### src/rtl/brn_pkg.sv
package brn_pkg;

  localparam logic [3:0] OP_SEQ    = 4'd0;
  localparam logic [3:0] OP_GT     = 4'd1;
  localparam logic [3:0] OP_GE     = 4'd2;
  localparam logic [3:0] OP_LT     = 4'd3;
  localparam logic [3:0] OP_LE     = 4'd4;
  localparam logic [3:0] OP_EQ     = 4'd5;
  localparam logic [3:0] OP_NE     = 4'd6;
  localparam logic [3:0] OP_ALWAYS = 4'd7;
  localparam logic [3:0] OP_BSET   = 4'd8;
  localparam logic [3:0] OP_BCLR   = 4'd9;
  localparam logic [3:0] OP_JMP    = 4'd10;
  localparam logic [3:0] OP_JAL    = 4'd11;

  // strobes from control to datapath
  typedef struct packed {
    logic takeRel;
    logic takeAbs;
    logic doLink;
  } pcStrobe_t;

  // operand relations reported by datapath
  typedef struct packed {
    logic gt;      // opnd2 > src1, unsigned
    logic eq;      // opnd2 == src1
    logic bitHit;  // selected bit of src1 is one
  } cmpFlag_t;

endpackage

### src/rtl/brn_ctrl.sv
module brn_ctrl
  import brn_pkg::*;
(
  input  logic [3:0] opcode,
  input  cmpFlag_t   flags,
  output pcStrobe_t  strobe
);

  logic condTaken;

  always_comb begin
    condTaken = 1'b0;
    unique case (opcode)
      OP_GT:     condTaken = flags.gt;
      OP_GE:     condTaken = flags.gt | flags.eq;
      OP_LT:     condTaken = ~flags.gt & ~flags.eq;
      OP_LE:     condTaken = ~flags.gt;
      OP_EQ:     condTaken = flags.eq;
      OP_NE:     condTaken = ~flags.eq;
      OP_ALWAYS: condTaken = 1'b1;
      OP_BSET:   condTaken = flags.bitHit;
      OP_BCLR:   condTaken = ~flags.bitHit;
      default:   condTaken = 1'b0;
    endcase
  end

  always_comb begin
    strobe.takeRel = condTaken;
    strobe.takeAbs = (opcode == OP_JMP) || (opcode == OP_JAL);
    strobe.doLink  = (opcode == OP_JAL);
  end

endmodule

### src/rtl/brn_datapath.sv
module brn_datapath
  import brn_pkg::*;
#(
  parameter int PC_W   = 16,
  parameter int DATA_W = 32,
  parameter int OFF_W  = 10,
  parameter int IMM_W  = 16
) (
  input  logic              clk,
  input  logic              rst_n,
  input  logic              inValid,
  input  logic [PC_W-1:0]   curPc,
  input  logic [DATA_W-1:0] src1,
  input  logic [DATA_W-1:0] opnd2,
  input  logic [OFF_W-1:0]  brOffset,
  input  logic [IMM_W-1:0]  imm16,
  input  logic              jmpImm,
  input  pcStrobe_t         strobe,
  output cmpFlag_t          flags,
  output logic              outValid,
  output logic [PC_W-1:0]   nextPc,
  output logic [PC_W-1:0]   linkValue,
  output logic              linkWe
);

  localparam int IDX_W = $clog2(DATA_W);
  localparam logic [PC_W-1:0] PC_ONE = {{(PC_W-1){1'b0}}, 1'b1};

  logic [IDX_W-1:0] bitIdx;
  logic [PC_W-1:0]  offExt;
  logic [PC_W-1:0]  immTarget;
  logic [PC_W-1:0]  regTarget;
  logic [PC_W-1:0]  pcPlusOne;
  logic [PC_W-1:0]  pcPlusOff;
  logic [PC_W-1:0]  nextPcD;

  // operand relations
  assign bitIdx       = opnd2[IDX_W-1:0];
  assign flags.gt     = opnd2 > src1;
  assign flags.eq     = opnd2 == src1;
  assign flags.bitHit = src1[bitIdx];

  // offset sign extension sized to the PC
  generate
    if (OFF_W >= PC_W) begin : g_offTrunc
      assign offExt = brOffset[PC_W-1:0];
    end else begin : g_offExt
      assign offExt = {{(PC_W-OFF_W){brOffset[OFF_W-1]}}, brOffset};
    end
  endgenerate

  // absolute targets sized to the PC
  generate
    if (IMM_W >= PC_W) begin : g_immTrunc
      assign immTarget = imm16[PC_W-1:0];
    end else begin : g_immExt
      assign immTarget = {{(PC_W-IMM_W){1'b0}}, imm16};
    end
    if (DATA_W >= PC_W) begin : g_regTrunc
      assign regTarget = opnd2[PC_W-1:0];
    end else begin : g_regExt
      assign regTarget = {{(PC_W-DATA_W){1'b0}}, opnd2};
    end
  endgenerate

  assign pcPlusOne = curPc + PC_ONE;
  assign pcPlusOff = curPc + offExt;

  always_comb begin
    if (strobe.takeAbs)      nextPcD = jmpImm ? immTarget : regTarget;
    else if (strobe.takeRel) nextPcD = pcPlusOff;
    else                     nextPcD = pcPlusOne;
  end

  always_ff @(posedge clk or negedge rst_n) begin
    if (!rst_n) begin
      outValid  <= 1'b0;
      nextPc    <= '0;
      linkValue <= '0;
      linkWe    <= 1'b0;
    end else begin
      outValid <= inValid;
      linkWe   <= inValid & strobe.doLink;
      if (inValid) begin
        nextPc <= nextPcD;
        if (strobe.doLink) linkValue <= pcPlusOne;
      end
    end
  end

  // result strobe follows the request by one cycle
  a_r2_valid_follows: assert property (@(posedge clk) disable iff (!rst_n)
    inValid |=> outValid);
  a_r2_idle_quiet: assert property (@(posedge clk) disable iff (!rst_n)
    !inValid |=> (!outValid && $stable(nextPc) && $stable(linkValue)));
  // control never asks for two target kinds at once
  a_r8_one_target: assert property (@(posedge clk) disable iff (!rst_n)
    inValid |-> $onehot0({strobe.takeRel, strobe.takeAbs}));
  // link strobe only accompanies a result
  a_r9_link_gated: assert property (@(posedge clk) disable iff (!rst_n)
    linkWe |-> outValid);
  a_r9_link_value: assert property (@(posedge clk) disable iff (!rst_n)
    (inValid && strobe.doLink) |=> (linkWe && linkValue == $past(curPc) + PC_ONE));
  // no target requested means sequential step
  a_r10_seq_step: assert property (@(posedge clk) disable iff (!rst_n)
    (inValid && !strobe.takeRel && !strobe.takeAbs) |=> (nextPc == $past(curPc) + PC_ONE));

endmodule

### src/rtl/brn_unit.sv
module brn_unit
  import brn_pkg::*;
#(
  parameter int PC_W   = 16,
  parameter int DATA_W = 32,
  parameter int OFF_W  = 10,
  parameter int IMM_W  = 16
) (
  input  logic              clk,
  input  logic              rst_n,
  input  logic              inValid,
  input  logic [3:0]        opcode,
  input  logic [PC_W-1:0]   curPc,
  input  logic [DATA_W-1:0] src1,
  input  logic [DATA_W-1:0] opnd2,
  input  logic [OFF_W-1:0]  brOffset,
  input  logic [IMM_W-1:0]  imm16,
  input  logic              jmpImm,
  output logic              outValid,
  output logic [PC_W-1:0]   nextPc,
  output logic [PC_W-1:0]   linkValue,
  output logic              linkWe
);

  pcStrobe_t strobe;
  cmpFlag_t  flags;

  brn_ctrl u_ctrl (
    .opcode (opcode),
    .flags  (flags),
    .strobe (strobe)
  );

  brn_datapath #(
    .PC_W   (PC_W),
    .DATA_W (DATA_W),
    .OFF_W  (OFF_W),
    .IMM_W  (IMM_W)
  ) u_dp (
    .clk       (clk),
    .rst_n     (rst_n),
    .inValid   (inValid),
    .curPc     (curPc),
    .src1      (src1),
    .opnd2     (opnd2),
    .brOffset  (brOffset),
    .imm16     (imm16),
    .jmpImm    (jmpImm),
    .strobe    (strobe),
    .flags     (flags),
    .outValid  (outValid),
    .nextPc    (nextPc),
    .linkValue (linkValue),
    .linkWe    (linkWe)
  );

endmodule

### config.mk
export PLATFORM = sky130hd
export DESIGN_NAME = brn_unit
export DESIGN_NICKNAME = d
export VERILOG_FILES = /design/src/rtl/brn_pkg.sv /design/src/rtl/brn_ctrl.sv /design/src/rtl/brn_datapath.sv /design/src/rtl/brn_unit.sv
export SDC_FILE = /design/constraint.sdc
export NUM_CORES = 1
export LEC_CHECK = 0
export BUFFER_PORTS_ARGS = -buffer_cell sky130_fd_sc_hd__buf_4
export CAP_MARGIN = 20
export CORE_MARGIN = 2
export CORE_UTILIZATION = 50
export CTS_BUF_LIST = sky130_fd_sc_hd__clkbuf_4
export DETAILED_ROUTE_END_ITERATION = 12
export GPL_TIMING_DRIVEN = 1
export PLACE_DENSITY = 0.9
export SLEW_MARGIN = 0
export SYNTH_ARGS = -nofsm -noshare
export SYNTH_HDL_FRONTEND = slang
export SYNTH_SLANG_ARGS = --single-unit
### constraint.sdc
create_clock -name clk -period 1.3 [get_ports clk]
set_clock_uncertainty 0.15 [all_clocks]
set_input_delay 0.26 -clock clk [delete_from_list [all_inputs] [get_ports clk]]
set_output_delay 0.26 -clock clk [all_outputs]
set_load 0.03 [all_outputs]
==> impl_metrics.csv, run 1 <==
group,metric,value,unit
outcome,outcome,"aborted with a tool error",
outcome,lastStage,"4_1_cts",
outcome,stop_error,"[ERROR DPL-0033] detailed placement checks failed during check placement.",
synthesis,synth_flop_cell,"dfrtp_1",
placement,portBuffers,147,
synthesis,syn_nets,666,
synthesis,async_flop_share,100.0,%
placement,routabilityCongestion,0.9741,
synthesis,synth_edf_count,0,
floorplan,fp.dieH,95.62,µm
synthesis,ys_ff_latch,34,
synthesis,synth_common_cells,"inv_1, ha_1, a21oi_1",
synthesis,synth_top_family_by_area,"compound AO/OA/AOI/OAI gates",
synthesis,synthSimpleGateAreaFrac,19.89,%
cts,clk_path_buf_depth,2,
synthesis,yosys.area.top_type,"dfrtp_1",
synthesis,syn_inst,503,
placement,dpl_cell_area,0.006649,mm²
placement,hpwl,14.23,mm
floorplan,rows,33,
cts,holdBufCountCts,1,
cts,cts_made_buffers,5,
floorplan,start_util,51.33,%
synthesis,yosysWarnings,0,
synthesis,synth.area.mux_share,10.02,%
floorplan,die_w,95.62,µm
cts,root_buffer,"clkbuf_4",
synthesis,ys_seq_area_share,20.27,%
cts,cts_resized,200,
synthesis,synth_compound_gate_area_share,23.35,%
cts,cts_max_level,2,
synthesis,syn_area,0.004197,mm²
synthesis,avgSynthCellArea,8.343,µm²
floorplan,io_pins,148,
placement,dp_slack,-1960,ps
synthesis,synth_xor_area_share,5.009,%
synthesis,yosysMostFrequentCell,"inv_1",
cts,cts_sinks,34,
synthesis,synth.top_cell.area_share,20.27,%
cts,postCtsSetupBuffers,57,
synthesis,synthAdderAreaFrac,14.79,%
synthesis,ys_types,67,
synthesis,synth_area_leaders,"dfrtp_1, ha_1, mux2i_1, a21oi_1, inv_1",
==> cells by family after synthesis <==
family,Yosys count
xor gates and xnor gates,24
buffers and inverters,71
adders and majority gates,49
muxes,35
AOI/OAI and AO/OA,143
DFF,34
and+or+nand+nor,147
==> per-stage QoR <==
step | setup TNS (ps) | instances | hold WS [ps]
after floorplan | -26960 | 503 | -185.6
after global placement | -36260 | 878 | 73.19
after detailed placement | -39470 | 878 | 89.43
==> run 2, diff against run 1 <==
--- a/config.mk
+++ b/config.mk
@@ -8,11 +8,10 @@
 export BUFFER_PORTS_ARGS = -buffer_cell sky130_fd_sc_hd__buf_4
 export CAP_MARGIN = 20
 export CORE_MARGIN = 2
-export CORE_UTILIZATION = 50
-export CTS_BUF_LIST = sky130_fd_sc_hd__clkbuf_4
+export CORE_UTILIZATION = 35
 export DETAILED_ROUTE_END_ITERATION = 12
 export GPL_TIMING_DRIVEN = 1
-export PLACE_DENSITY = 0.9
+export PLACE_DENSITY_LB_ADDON = 0.15
 export SLEW_MARGIN = 0
 export SYNTH_ARGS = -nofsm -noshare
 export SYNTH_HDL_FRONTEND = slang
==> run 2 against run 1 <==
Compared with the run above:
- the flow now finishes, with violations (setup timing)
- area after synthesis is the same
- synthesized cell count is the same
==> impl_metrics.csv, run 2 <==
group,metric,value,unit
outcome,outcome,"finished, violations left",
sta,rsz0062_at_grt,"true",
synthesis,syn_inst,503,
route,drt_iter0_drc,300,
sta,max_freq,355.7,MHz
critical_path,r2r_slack,120,ps
synthesis,avgSynthCellArea,8.343,µm²
cts,cts_max_level,2,
synthesis,syn_area,0.004197,mm²
route,post_drt_wl_per_cell,18.21,µm
cts,root_buffer,"clkbuf_16",
cts,clk_path_buf_depth,2,
power_and_ir_drop,pwr-share-clk,22.0,%
sta,max_slew_margin,66.24,%
floorplan,start_util,36.29,%
cts,insertion_delay,280,ps
critical_path,path_max_fanout,6,
cells_and_area,diodes,0,
floorplan,core_area,0.01156,mm²
power_and_ir_drop,seqPwrFrac,21.9,%
cells_and_area,top_regs,"u_dp.linkValue (16), u_dp.nextPc (16)",
sta,fin_crit,2811,ps
synthesis,yosys.area.top_type,"dfrtp_1",
critical_path,crit_type,"in2reg",
cts,clk_pin_slew,60,ps
synthesis,yosysMostFrequentCell,"inv_1",
critical_path,cp_data_required_time,1370,ps
grt,grt_pass1_wl,26.69,mm
cts,cts_sinks,34,
placement,portBuffers,147,
synthesis,ys_types,67,
power_and_ir_drop,p_leak,3.831,nW
power_and_ir_drop,internal-power,4.055,mW
sta,timing.hold.ws,181.3,ps
grt,grtUsageTotal,26.01,%
sta,setup_tns,-27240,ps
flow_run,maxCapViolations,0,
synthesis,ys_seq_area_share,20.27,%
route,dr.pass1.iters,5,
cts,cts_tree,"done",
sta,drv_slew,0,
cells_and_area,design_area,0.008401,mm²
floorplan,die_area,0.01288,mm²
worst_hold_path,worstHoldStart,"inValid",
synthesis,async_flop_share,100.0,%
grt,grt_max_degree,35,
floorplan,rows,39,
placement,routabilityCongestion,0.8499,
route,drc_errors,0,
synthesis,synth_common_cells,"inv_1, ha_1, a21oi_1",
power_and_ir_drop,combPwrFrac,56.1,%
cells_and_area,final_common_cell,"buf_4",
critical_path,crit_path_start_kind,"input port",
critical_path,timing.rr.start,"u_dp.nextPc[1]$_DFFE_PN0P_",
sta,setup_slack,-1511,ps
cells_and_area,mostFrequentLayoutCells,"buf_4, buf_6, dfrtp_1",
placement,hpwl,12.63,mm
cells_and_area,area.sequential,850.8,µm²
critical_path,worstReg2RegEnd,"u_dp.nextPc[1]$_DFFE_PN0P_",
floorplan,fp.dieH,113.5,µm
sta,hold_viol_final,0,
cells_and_area,drive_above_1_share,61.20,%
power_and_ir_drop,p_sw_share,38.02,%
cells_and_area,final_nets,997,
synthesis,synth_area_leaders,"dfrtp_1, ha_1, mux2i_1, a21oi_1, inv_1",
cts,cts_made_buffers,5,
grt,grt_pass1_vias,5453,
route,vias_per_cell,5.569,
cells_and_area,multi_input_area,0.003993,mm²
synthesis,synth_edf_count,0,
cells_and_area,fillerInstances,797,
critical_path,worstSetupStartpoint,"src1[15]",
placement,dpl_cell_area,0.006769,mm²
sta,post-route-period-util,216.2,%
critical_path,rr_worst_depth,2,
floorplan,io_pins,148,
floorplan,die_w,113.5,µm
critical_path,endpoint_kind,"flip-flop",
power_and_ir_drop,power_density,778.8,mW/mm²
route,drtAntennaViolNets,0,
synthesis,ys_ff_latch,34,
grt,grt_overflow,0,
sta,tightest_slew,504.5,ps
grt,antenna_found_initial,0,
outcome,violations,"setup timing",
power_and_ir_drop,peakVddDrop,591.3,µV
power_and_ir_drop,p_sw,2.488,mW
route,finalWirelength,17.81,mm
cells_and_area,layout-area-overhead-vs-synth,100.2,%
critical_path,crit_arrival,2880,ps
synthesis,syn_nets,666,
critical_path,cp-endpoint,"u_dp.nextPc[11]$_DFFE_PN0P_",
synthesis,synth.top_cell.area_share,20.27,%
worst_hold_path,hold_class,"in2reg",
route,num_vias,5446,
synthesis,synth_flop_cell,"dfrtp_1",
sta,finalSetupViolCount,33,
synthesis,yosysWarnings,0,
[run 2: cell counts after synthesis]
Identical to the previous run, type by type.
[run 2: critical path: stages]
cell and delay [ps]:
buf_4 120, inv_2 60, ha_4 210, nand4_4 110, buf_12 120, nor4_4 40, buf_4 160, buf_4 130
or4b_4 490, a31oi_4 220, nor2_4 70, a31oi_4 210, buf_12 150, buf_8 120, mux2_4 310, a21oi_2 110
[run 2: cell type report]
class                           instances  area share, %
Multi-Input combinational cell        398          47.53
Sequential cell                        34          10.13
Tap cell                              143          2.130
Clock buffer                            5          1.489
Timing Repair Buffer                  346          35.52
Clock inverter                          3         0.5362
Inverter                               49          2.666
[run 2: how the worst min path moves through the flow]
stage | to | slack [ps] | cells past startpoint
after floorplan | u_dp.linkValue[0]$_DFFE_PN0P_ | -190 | 0
after global routing | u_dp.outValid$_DFF_PN0_ | 170 | 2
after global placement | u_dp.linkValue[15]$_DFFE_PN0P_ | 90 | 1
final | u_dp.outValid$_DFF_PN0_ | 180 | 2
after CTS | u_dp.outValid$_DFF_PN0_ | 160 | 2
after detailed placement | u_dp.linkValue[15]$_DFFE_PN0P_ | 100 | 1
[run 2: timing repair]
item                                   CTS  global route
endpoints found under the hold margin   34             0
resized for setup                      160            78
setup endpoints to repair               33            37
pin swaps                               42            33
setup buffers                           31            16
cloned                                   3             0
hold buffers                             1             0
[run 2: cell families (layout without fill, tap and decap cells)]
| logic type | count (synthesis) | count (layout) | share of synthesized area (%) |
|---|---|---|---|
| compound gates | 143 | 143 | 23.35 |
| xor+xnor | 24 | 24 | 5.009 |
| fa+ha+maj | 49 | 49 | 14.79 |
| buf+inv | 71 | 403 | 6.679 |
| flops | 34 | 34 | 20.27 |
| mux | 35 | 35 | 10.02 |
| simple gates | 147 | 147 | 19.89 |
[run 2: power groups by stage]
stage / clock network [mW] / registers, mW / logic [mW]
after floorplan: 0 / 1.82 / 1.14
after global placement: 0 / 1.42 / 2.91
after detailed placement: 0 / 1.42 / 2.97
after CTS: 1.44 / 1.41 / 3.36
after global routing: 1.50 / 1.45 / 3.90
final: 1.44 / 1.43 / 3.67
[run 2: per-stage QoR]
step                      worst slack, ps  total power [mW]  utilization [%]  std cells
final                               -1511             6.542            72.64        978
after global placement              -1971             4.328            58.53        924
after detailed placement            -1992             4.387            58.53        924
after CTS                           -1500             6.203            69.06        965
after floorplan                     -1558             2.959                -        503
after global routing                -1561             6.845            72.64        978
[run 2: routing by layer]
| layer | vias up | global-route usage [%] | part of all wire (%) |
|---|---|---|---|
| li1 | 2553 | - | - |
| met1 | 2584 | 32.79 | 41 |
| met2 | 252 | 46.31 | 50 |
| met3 | 57 | 4.198 | 6.0 |
| met4 | 0 | 6.748 | 3.3 |
| met5 | - | 0 | 0 |
Note: power is estimated with default switching activity, not from simulation.
==> run 3, diff against run 2 <==
==> constraint.sdc (replaced) <==
create_clock -name clk -period 3.6 [get_ports clk]
set_clock_uncertainty 0.15 [all_clocks]
set_input_delay 0.72 -clock clk [delete_from_list [all_inputs] [get_ports clk]]
set_output_delay 0.72 -clock clk [all_outputs]
set_load 0.03 [all_outputs]
==> run 3 against run 2 <==
Compared with the run above:
- the run now ends clean
- first-iteration DRC count rose by 35%
- register-to-register slack gained 2500 ps
- cell area fell by 28%
- highest routed layer unchanged
- critical path depth shrank 3
- die area unchanged
- power fell by 70%
- cell count down 14%
- core utilization is 21 points lower
- sequential share of layout area up 4.0 points
- clock-buffer cell count is 1 higher
- critical path type unchanged
- critical endpoint is now u_dp.nextPc[9]$_DFFE_PN0P_
==> impl_metrics.csv, run 3 (synthesized netlist as in run 2, its figures left out) <==
group,metric,value,unit
outcome,outcome,"finished, final reports clean",
cts,cts_tree,"done",
floorplan,rows,39,
cts,insertion_delay,280,ps
critical_path,cp_cell_sequence,"buf_4 -> inv_1 -> ha_1 -> nand4_1 -> nor4_4 -> buf_4 -> a21oi_1 -> a311o_1 -> a211oi_4 -> buf_4 -> nor3b_1 -> a311oi_1 -> a221o_1",
critical_path,r2r_slack,2600,ps
cells_and_area,drive_above_1_share,34.39,%
grt,grt_pass1_wl,22.89,mm
route,dr.pass1.iters,5,
critical_path,worstSetupStartpoint,"src1[17]",
floorplan,die_w,113.5,µm
sta,setup_slack,108.1,ps
critical_path,max_stage_delay,410,ps
cts,cts_max_level,2,
sta,rsz0062_at_grt,"true",
critical_path,crit_type,"in2reg",
sta,drv_slew,0,
floorplan,io_pins,148,
cells_and_area,fillerInstances,1137,
floorplan,die_area,0.01288,mm²
sta,tightest_slew,769.3,ps
critical_path,path_delay_family,"compound AO/OA/AOI/OAI gates",
sta,finalSetupViolCount,0,
grt,antenna_found_initial,0,
flow_run,maxCapViolations,0,
critical_path,endpoint_kind,"flip-flop",
critical_path,cp-endpoint,"u_dp.nextPc[9]$_DFFE_PN0P_",
critical_path,crit_buf_inv,4,
worst_hold_path,hold_class,"in2async",
route,post_drt_wl_per_cell,16.89,µm
placement,dp_slack,-151.4,ps
placement,dpl.cell_count,831,
cells_and_area,top_regs,"u_dp.linkValue (16), u_dp.nextPc (16)",
cts,root_buffer,"clkbuf_16",
critical_path,path_depth,13,
power_and_ir_drop,power_density,323.0,mW/mm²
floorplan,fp.dieH,113.5,µm
power_and_ir_drop,p_leak,2.968,nW
cells_and_area,mostFrequentLayoutCells,"buf_4, inv_1, ha_1",
critical_path,crit_slowest_cell,"a311oi_1",
grt,grt_pass1_vias,4541,
critical_path,worst_path_most_repeated_cell,"buf_4",
cts,cts_sinks,34,
placement,portBuffers,147,
grt,grt_overflow,0,
cts,clk_path_buf_depth,2,
cells_and_area,final_common_cell,"buf_4",
cells_and_area,layout-area-overhead-vs-synth,43.53,%
route,drt_iter0_drc,406,
floorplan,start_util,36.29,%
cells_and_area,diodes,0,
critical_path,timing.rr.start,"u_dp.nextPc[1]$_DFFE_PN0P_",
sta,max_slew_margin,48.52,%
route,finalWirelength,14.15,mm
critical_path,crit_arrival,3560,ps
critical_path,path_max_fanout,16,
placement,routabilityCongestion,0.8571,
sta,fin_crit,3492,ps
sta,max_freq,286.4,MHz
route,drtAntennaViolNets,0,
sta,hold_viol_final,0,
critical_path,worstReg2RegEnd,"u_dp.nextPc[1]$_DFFE_PN0P_",
floorplan,core_area,0.01156,mm²
route,vias_per_cell,5.568,
route,num_vias,4666,
critical_path,crit_path_start_kind,"input port",
cells_and_area,instances_no_fill,838,
sta,post-route-period-util,97.00,%
cts,cts_made_buffers,5,
cts,clk_pin_slew,60,ps
critical_path,cp_data_required_time,3660,ps
placement,hpwl,11.79,mm
grt,grtUsageTotal,22.03,%
cells_and_area,final_nets,858,
power_and_ir_drop,peakVddDrop,260.6,µV
grt,grt_max_degree,35,
critical_path,rr_worst_depth,1,
route,drc_errors,0,
==> run 3: changes by cell type in the layout (fill, tap and decap cells not counted), moves of 8 or more <==
| cell | change |
|---|---|
| inv_4 | -9 |
| ha_4 | -32 |
| nor2_1 | +8 |
| buf_4 | -62 |
| buf_8 | -8 |
| buf_6 | -61 |
| a21oi_2 | -15 |
| a21oi_1 | +16 |
| ha_1 | +32 |
| inv_1 | +28 |
| inv_2 | -16 |
| o21ai_0 | +13 |
==> run 3: area by class of cell <==
| cell class | instances | area [µm²] | area share [%] |
|---|---|---|---|
| inverters | 49 | 183.9 | 3.054 |
| multi-input cells | 398 | 3087 | 51.25 |
| well taps | 143 | 178.9 | 2.971 |
| clock buffers | 6 | 138.9 | 2.306 |
| repair buffers | 207 | 1554 | 25.80 |
| clock inverters | 1 | 30.03 | 0.4985 |
| flip-flops and latches | 34 | 850.8 | 14.13 |
==> run 3: power breakdown <==
group	leakage [nW]	switching, mW	internal (mW)
clock network	0.0829	0.169	0.342
logic	2.49	0.512	0.417
registers	0.399	0.0465	0.458
==> run 3: worst min-delay path by stage <==
stage                             startpoint                            end  slack (ps)
5_1_grt                                rst_n  u_dp.linkValue[5]$_DFFE_PN0P_         270
4_1_cts                                rst_n  u_dp.linkValue[5]$_DFFE_PN0P_         260
2_1_floorplan                          rst_n  u_dp.linkValue[0]$_DFFE_PN0P_         270
6_report                               rst_n  u_dp.linkValue[5]$_DFFE_PN0P_         230
3_5_place_dp   u_dp.linkValue[7]$_DFFE_PN0P_  u_dp.linkValue[7]$_DFFE_PN0P_         350
3_3_place_gp   u_dp.linkValue[7]$_DFFE_PN0P_  u_dp.linkValue[7]$_DFFE_PN0P_         350
==> run 3: repair_timing <==
| action | 4_1_cts | 5_1_grt |
|---|---|---|
| setup endpoints to repair | 0 | 6 |
| hold buffers | 0 | 0 |
| setup buffers | 0 | 0 |
| resized for setup | 0 | 4 |
==> run 3: per-layer routing <==
layer	routed length (µm)	share of wire, %	up-vias	GRT usage [%]
li1	-	-	2279	-
met1	6780	48	2192	31.88
met4	236	1.7	0	4.472
met2	6338	45	176	35.29
met5	0	0	-	0
met3	795	5.6	19	3.029
==> run 3: through the flow <==
stage | total power [mW] | util, % | instance area (µm²) | hold WS, ps | setup TNS, ps
global route | 2.062 | 52.08 | 6023 | 265.7 | -122.0
CTS | 1.948 | 51.90 | 6002 | 255.9 | 0
finish | 1.945 | 52.08 | 6023 | 232.8 | 0
floorplan | 1.026 | - | 4197 | 274.4 | 0
global placement | 1.417 | 50.44 | 5833 | 351.0 | -480.4
detailed placement | 1.431 | 50.44 | 5833 | 350.6 | -884.7
